**src/rtl/clkout_pkg.sv**
```systemverilog
package clkout_pkg;

  localparam int unsigned CTRL_W = 8;

  // Fast-path pre-divide ratio for a 3-bit code: powers of two, last code special.
  function automatic int unsigned pre_ratio(input logic [2:0] code, input int unsigned last);
    if (code == 3'd7) return last;
    return 32'd1 << code;
  endfunction

endpackage

```
**src/rtl/clkout_rstsync.sv**
```systemverilog
module clkout_rstsync #(
  parameter int STAGES = 2
) (
  input  logic clk,
  input  logic rst_n,
  output logic rst_n_o
);

  logic [STAGES-1:0] sh_q;
  logic [STAGES-1:0] sh_d;

  always_comb begin
    sh_d = {sh_q[STAGES-2:0], 1'b1};
  end

  always_ff @(posedge clk or negedge rst_n) begin
    if (!rst_n) sh_q <= '0;
    else        sh_q <= sh_d;
  end

  assign rst_n_o = sh_q[STAGES-1];

endmodule

```
**src/rtl/clkout_refsync.sv**
```systemverilog
module clkout_refsync #(
  parameter int STAGES = 2
) (
  input  logic clk,
  input  logic rst_n,
  input  logic ref_i,
  output logic edge_o
);

  // STAGES synchronizer flops plus one history flop.
  logic [STAGES:0] sh_q;
  logic [STAGES:0] sh_d;

  always_comb begin
    sh_d = {sh_q[STAGES-1:0], ref_i};
  end

  always_ff @(posedge clk or negedge rst_n) begin
    if (!rst_n) sh_q <= '0;
    else        sh_q <= sh_d;
  end

  // Either edge of the reference is one half-period event.
  assign edge_o = sh_q[STAGES] ^ sh_q[STAGES-1];

endmodule

```
**src/rtl/clkout_regs.sv**
```systemverilog
module clkout_regs #(
  parameter int NUM = 3,
  parameter int AW  = 2
) (
  input  logic                clk,
  input  logic                rst_n,
  input  logic                wr_en,
  input  logic [AW-1:0]       addr,
  input  logic [7:0]          wdata,
  output logic [7:0]          rdata,
  output logic [NUM-1:0][7:0] ctrl_o,
  output logic [NUM-1:0]      restart_o
);

  logic [NUM-1:0][7:0] ctrl_q;
  logic [NUM-1:0][7:0] ctrl_d;
  logic [NUM-1:0]      hit;

  for (genvar i = 0; i < NUM; i++) begin : g_dec
    assign hit[i]       = wr_en && (addr == AW'(i));
    // Divider or source fields changing: restart that channel's counters.
    assign restart_o[i] = hit[i] && (wdata[7:1] != ctrl_q[i][7:1]);
  end

  always_comb begin
    ctrl_d = ctrl_q;
    for (int i = 0; i < NUM; i++) begin
      if (hit[i]) ctrl_d[i] = wdata;
    end
  end

  always_ff @(posedge clk or negedge rst_n) begin
    if (!rst_n) ctrl_q <= '0;
    else        ctrl_q <= ctrl_d;
  end

  always_comb begin
    rdata = '0;
    for (int i = 0; i < NUM; i++) begin
      if (addr == AW'(i)) rdata = ctrl_q[i];
    end
  end

  assign ctrl_o = ctrl_q;

endmodule

```
**src/rtl/clkout_divstage.sv**
```systemverilog
module clkout_divstage #(
  parameter int CW = 7
) (
  input  logic          clk,
  input  logic          rst_n,
  input  logic          clr_i,
  input  logic          ev_i,
  input  logic [CW-1:0] lim_i,
  output logic          ev_o
);

  logic [CW-1:0] cnt_q;
  logic [CW-1:0] cnt_d;
  logic          wrap;

  assign wrap = (cnt_q >= lim_i);
  assign ev_o = ev_i && wrap;

  always_comb begin
    cnt_d = cnt_q;
    if (clr_i)     cnt_d = '0;
    else if (ev_i) cnt_d = wrap ? '0 : cnt_q + 1'b1;
  end

  always_ff @(posedge clk or negedge rst_n) begin
    if (!rst_n) cnt_q <= '0;
    else        cnt_q <= cnt_d;
  end

endmodule

```
**src/rtl/clkout_chan.sv**
```systemverilog
module clkout_chan
  import clkout_pkg::*;
#(
  parameter int unsigned PRE_LAST = 122,
  parameter int          PRE_CW   = 7,
  parameter int          POST_CW  = 7
) (
  input  logic       clk,
  input  logic       rst_n,
  input  logic [7:0] ctrl_i,
  input  logic       restart_i,
  input  logic       ev_slow_i,
  input  logic       ev_fast_i,
  output logic       clk_o,
  output logic       run_o,
  output logic       tick_o
);

  logic              en;
  logic              src_fast;
  logic [2:0]        post_code;
  logic [2:0]        pre_code;
  logic [PRE_CW-1:0] pre_lim;
  logic [POST_CW-1:0] post_lim;
  logic              pre_ev;
  logic              mux_ev;
  logic              out_q, out_d;
  logic              run_q, run_d;

  assign en        = ctrl_i[0];
  assign post_code = ctrl_i[3:1];
  assign src_fast  = ctrl_i[4];
  assign pre_code  = ctrl_i[7:5];

  assign pre_lim  = PRE_CW'(pre_ratio(pre_code, PRE_LAST) - 1);
  assign post_lim = POST_CW'((32'd1 << post_code) - 1);

  clkout_divstage #(.CW(PRE_CW)) u_pre (
    .clk   (clk),
    .rst_n (rst_n),
    .clr_i (restart_i),
    .ev_i  (ev_fast_i),
    .lim_i (pre_lim),
    .ev_o  (pre_ev)
  );

  // Event-level source selection: the pin is a register, so switching cannot glitch.
  assign mux_ev = src_fast ? pre_ev : ev_slow_i;

  clkout_divstage #(.CW(POST_CW)) u_post (
    .clk   (clk),
    .rst_n (rst_n),
    .clr_i (restart_i),
    .ev_i  (mux_ev),
    .lim_i (post_lim),
    .ev_o  (tick_o)
  );

  // Gate: the enable is taken only while the output is low.
  always_comb begin
    run_d = run_q;
    if (!out_q) run_d = en;
    out_d = out_q ^ (tick_o && run_q && run_d);
  end

  always_ff @(posedge clk or negedge rst_n) begin
    if (!rst_n) begin
      out_q <= 1'b0;
      run_q <= 1'b0;
    end else begin
      out_q <= out_d;
      run_q <= run_d;
    end
  end

  assign clk_o = out_q;
  assign run_o = run_q;

endmodule

```
**src/rtl/clkout_bank.sv**
```systemverilog
module clkout_bank #(
  parameter int          NUM_OUT     = 3,
  parameter int          ADDR_W      = 2,
  parameter int unsigned PRE_LAST    = 122,
  parameter int          SYNC_STAGES = 2
) (
  input  logic               clk,
  input  logic               rst_n,
  input  logic               wr_en,
  input  logic [ADDR_W-1:0]  addr,
  input  logic [7:0]         wdata,
  output logic [7:0]         rdata,
  input  logic               ref_slow,
  input  logic               ref_fast,
  output logic [NUM_OUT-1:0] clk_out
);

  localparam int PRE_CW  = $clog2(PRE_LAST);
  localparam int POST_CW = (1 << 3) - 1;

  logic                      rst_n_s;
  logic                      ev_slow_w;
  logic                      ev_fast_w;
  logic [NUM_OUT-1:0][7:0]   ctrl_w;
  logic [NUM_OUT-1:0]        restart_w;
  logic [NUM_OUT-1:0]        run_w;
  logic [NUM_OUT-1:0]        tick_w;

  clkout_rstsync #(.STAGES(2)) u_rst (
    .clk     (clk),
    .rst_n   (rst_n),
    .rst_n_o (rst_n_s)
  );

  clkout_refsync #(.STAGES(SYNC_STAGES)) u_sync_slow (
    .clk    (clk),
    .rst_n  (rst_n_s),
    .ref_i  (ref_slow),
    .edge_o (ev_slow_w)
  );

  clkout_refsync #(.STAGES(SYNC_STAGES)) u_sync_fast (
    .clk    (clk),
    .rst_n  (rst_n_s),
    .ref_i  (ref_fast),
    .edge_o (ev_fast_w)
  );

  clkout_regs #(.NUM(NUM_OUT), .AW(ADDR_W)) u_regs (
    .clk       (clk),
    .rst_n     (rst_n_s),
    .wr_en     (wr_en),
    .addr      (addr),
    .wdata     (wdata),
    .rdata     (rdata),
    .ctrl_o    (ctrl_w),
    .restart_o (restart_w)
  );

  for (genvar i = 0; i < NUM_OUT; i++) begin : g_chan
    clkout_chan #(
      .PRE_LAST (PRE_LAST),
      .PRE_CW   (PRE_CW),
      .POST_CW  (POST_CW)
    ) u_chan (
      .clk       (clk),
      .rst_n     (rst_n_s),
      .ctrl_i    (ctrl_w[i]),
      .restart_i (restart_w[i]),
      .ev_slow_i (ev_slow_w),
      .ev_fast_i (ev_fast_w),
      .clk_o     (clk_out[i]),
      .run_o     (run_w[i]),
      .tick_o    (tick_w[i])
    );
  end

endmodule

```
**config.mk**
```make
export PLATFORM = sky130hd
export DESIGN_NAME = clkout_bank
export DESIGN_NICKNAME = d
export VERILOG_FILES = /design/src/rtl/clkout_pkg.sv /design/src/rtl/clkout_rstsync.sv /design/src/rtl/clkout_refsync.sv /design/src/rtl/clkout_regs.sv /design/src/rtl/clkout_divstage.sv /design/src/rtl/clkout_chan.sv /design/src/rtl/clkout_bank.sv
export SDC_FILE = /design/constraint.sdc
export NUM_CORES = 1
export LEC_CHECK = 0
export ABC_AREA = 1
export BUFFER_PORTS_ARGS = -buffer_cell sky130_fd_sc_hd__buf_2
export CAP_MARGIN = 20
export CORE_MARGIN = 4
export CORE_UTILIZATION = 55
export DETAILED_ROUTE_END_ITERATION = 10
export PLACE_DENSITY = 0.83
export SYNTH_ARGS = -nofsm -noshare
export SYNTH_HDL_FRONTEND = slang
export SYNTH_SLANG_ARGS = --single-unit
```
**constraint.sdc**
```tcl
create_clock -name clk -period 2.89 [get_ports clk]
set_input_delay 0.578 -clock clk [delete_from_list [all_inputs] [get_ports clk]]
set_output_delay 0.578 -clock clk [all_outputs]
set_load 0.02 [all_outputs]
```
==> impl_metrics.py <==
metrics = {
    "place": {
        "detailedPlace.worstSlack_ns": 0.209,
        "dpl_cell_area_mm2": 0.00614,
        "place_inst": 986,
        "hpwl_um": 9220,
        "port_buffers": 25,
        "gp_congestion": 0.898,
    },
    "sta": {
        "layout_setup_ws_ns": 0.321,
        "rsz0062_at_grt": "false",
        "period_needed_ns": 2.57,
        "fin_crit_sh_pct": 88.9,
        "final-setup-viol-count": 0,
        "worst_pin_slew_ns": 0.658,
        "fmax_mhz": 389,
        "slew_viol_final": 0,
        "finalHoldViolations": 0,
        "slew_headroom_pct": 55.9,
        "skew_ns": 0.0149,
        "finalSetupTns_ns": 0,
    },
    "global_routing": {
        "grt_max_degree": 79,
        "grtUsageTotal_pct": 22.1,
        "antenna_found_initial": 0,
        "gr-total-overflow": 0,
        "grt_pass1_wl_um": 23100,
        "grt_pass1_vias": 5115,
    },
    "power": {
        "vdd_drop_max_mv": 0.388,
        "powerDensity_mw_per_mm2": 659,
        "total_leakage_power_uw": 0.00338,
    },
    "finish": {
        "nets": 929,
        "final_area_mm2": 0.00639,
        "drive_gt1_share_pct": 8.41,
        "num_antenna_cells": 0,
        "areaGrowthSynthToFinish_pct": 7.99,
        "layout.cells.non_filler": 1004,
        "final_core_util_pct": 61.4,
    },
    "clock_tree": {
        "cts_made_buffers": 9,
        "cts_tree": "yes",
        "worstSkewPairLatency_ns": 0.37,
        "h-tree-depth": 3,
        "cts.sinks": 80,
        "root_buffer": "clkbuf_8",
        "cts.clk_slew.worst_paths_ns": 0.09,
        "cts_max_path_buffers": 2,
    },
    "route": {
        "drc": 0,
        "wl_per_cell_um": 12.7,
        "drt_wl_total_um": 12800,
        "viasPerCell": 5.35,
        "num_vias": 5368,
        "first_pass_iters": 5,
        "antenna_left": 0,
        "drtIter0Drc": 450,
    },
    "floorplan": {
        "start_util_pct": 56.8,
        "fp.coreArea_mm2": 0.0104,
        "rows": 37,
        "die_w_um": 112,
        "fp.dieArea_mm2": 0.0125,
        "die_h_um": 112,
        "io_pins": 26,
    },
    "yosys": {
        "synth_cells": 842,
        "ys_seq_elements": 80,
        "yosys_warnings": 0,
        "async_reset_ff_share_pct": 100,
        "avgSynthCellArea_um2": 7.03,
        "syn_nets": 908,
        "synthFlopType": "dfrtp_1",
        "syn_area_mm2": 0.00592,
        "synth_edf_count": 0,
        "synthDistinctLibCells": 30,
        "ys_seq_area_share_pct": 33.8,
    },
    "worst_setup_path": {
        "cp.required_ns": 3.14,
        "cp-start-kind": "flop",
        "path_class": "flop to flop",
        "arrival_ns": 2.82,
        "endpoint_kind": "flop",
        "r2r_slack_ns": 0.32,
        "crit_fanout": 9,
    },
    "job": {
        "maxCapViolations": 0,
    },
    "min_path": {
        "hold_class": "flop to asynchronous set/reset pin",
    },
    "outcome": {
        "status": "finished, final reports clean",
    },
}
cell type report:
class,count,area [um^2]
fill,930,4020
multi-input combinational,631,3380
sequential,80,2010
inverter,102,383
timing repair buffer,39,253
tap,136,170
clock buffer,13,159
clock inverter,3,40.0
placed cells by master, fill, tap and decap left out, drive strengths merged, types with 17 or more instances in the layout:
| cell type | n |
|---|---|
| nor2 | 86 |
| xor2 | 17 |
| a21oi | 23 |
| xnor2 | 18 |
| buf | 38 |
| o21ai | 32 |
| inv | 102 |
| nand3 | 136 |
| dfrtp | 80 |
| ha | 51 |
| nand2 | 239 |
synthesized netlist by cell type (all sizes together) (6+ instances only):
| library cell | n | area share, % |
|---|---|---|
| xnor2 | 18 | 2.8 |
| o221ai | 7 | 1.0 |
| nand2 | 239 | 15 |
| o21ai | 32 | 2.9 |
| nand4 | 6 | 0.63 |
| clkbuf | 8 | 0.55 |
| ha | 51 | 11 |
| buf | 21 | 2.3 |
| nand3 | 136 | 11 |
| a21oi | 23 | 1.9 |
| inv | 102 | 6.5 |
| xor2 | 17 | 2.5 |
| nor2 | 86 | 5.6 |
| dfrtp | 80 | 34 |
per-stage QoR:
step                      hold WS (ns)  power [uW]
after global placement           0.332        3280
final                            0.244        4210
after CTS                        0.298        4220
after detailed placement         0.335        3340
after floorplan                  0.282        2940
after global routing             0.285        4640
state kept, by name, summed over array words and instances, names as in the netlist:
signal                      cells
g_chan.u_chan.run_o             3
u_sync_slow.sh_q                3
g_chan.u_chan.u_post.cnt_q     21
u_rst.sh_q                      2
u_sync_fast.sh_q                3
g_chan.u_chan.u_pre.cnt_q      21
g_chan.u_chan.clk_o             3
u_regs.ctrl_o                  24
path summary, 6_finish.rpt:
| kind | from | endpoint | cells after the start |
|---|---|---|---|
| min reg2reg | u_rst.sh_q[1]$_DFF_PN0_ | g_chan[0].u_chan.u_pre.cnt_q[6]$_DFFE_PN0P_ | 0 |
| max reg2reg | u_regs.ctrl_o[6]$_DFFE_PN0P_ | g_chan[0].u_chan.clk_o$_DFF_PN0_ | 16 |
| min | u_rst.sh_q[1]$_DFF_PN0_ | g_chan[0].u_chan.u_pre.cnt_q[6]$_DFFE_PN0P_ | 0 |
| min in group clk | ref_slow | u_sync_slow.sh_q[0]$_DFF_PN0_ | 1 |
| max | u_regs.ctrl_o[6]$_DFFE_PN0P_ | g_chan[0].u_chan.clk_o$_DFF_PN0_ | 16 |
| max in group asynchronous | u_rst.sh_q[1]$_DFF_PN0_ | u_regs.ctrl_o[23]$_DFFE_PN0P_ | 1 |
critical path, stage by stage, from the launching register on:
cell and delay [ns]:
dfrtp_1 0.47, inv_1 0.14, nand2_1 0.08, nand3_1 0.08, ha_1 0.20, o211ai_1 0.14
xor2_1 0.18, ha_1 0.31, nand2_1 0.06, a21oi_1 0.11, nor2_1 0.05, nand2_1 0.14
nand2_1 0.09, nand2_2 0.17, nand2_1 0.08, nand2_1 0.07, nand2_1 0.07
where the power goes:
| group | leakage [uW] | switching [uW] | internal (uW) | total [uW] |
|---|---|---|---|---|
| Combinational | 0.00225 | 996 | 701 | 1700 |
| Sequential | 0.00103 | 323 | 1330 | 1660 |
| Clock | 0.000103 | 414 | 445 | 859 |
repair_timing:
action	4_1_cts	5_1_grt
hold buffers	1	0
setup buffers	0	0
hold endpoints to repair	2	0
gates resized for setup	0	7
setup endpoints to repair	0	27
layer usage:
metal	global-route usage [%]	wire [um]	up-vias
li1	-	-	2760
met1	29.4	5920	2447
met2	35.8	5830	142
met3	5.11	838	19
met4	6.81	200	0
met5	0	0	-
kinds of logic after synthesis:
family / count (synthesis) / synth area share, %
flops: 80 / 33.8
fa+ha+maj: 51 / 10.8
other cells: 1 / 0.0634
xor+xnor: 35 / 5.31
buf+inv: 131 / 9.30
compound gates: 76 / 7.67
simple gates: 468 / 33.1
(Power assumes the default switching activity.)
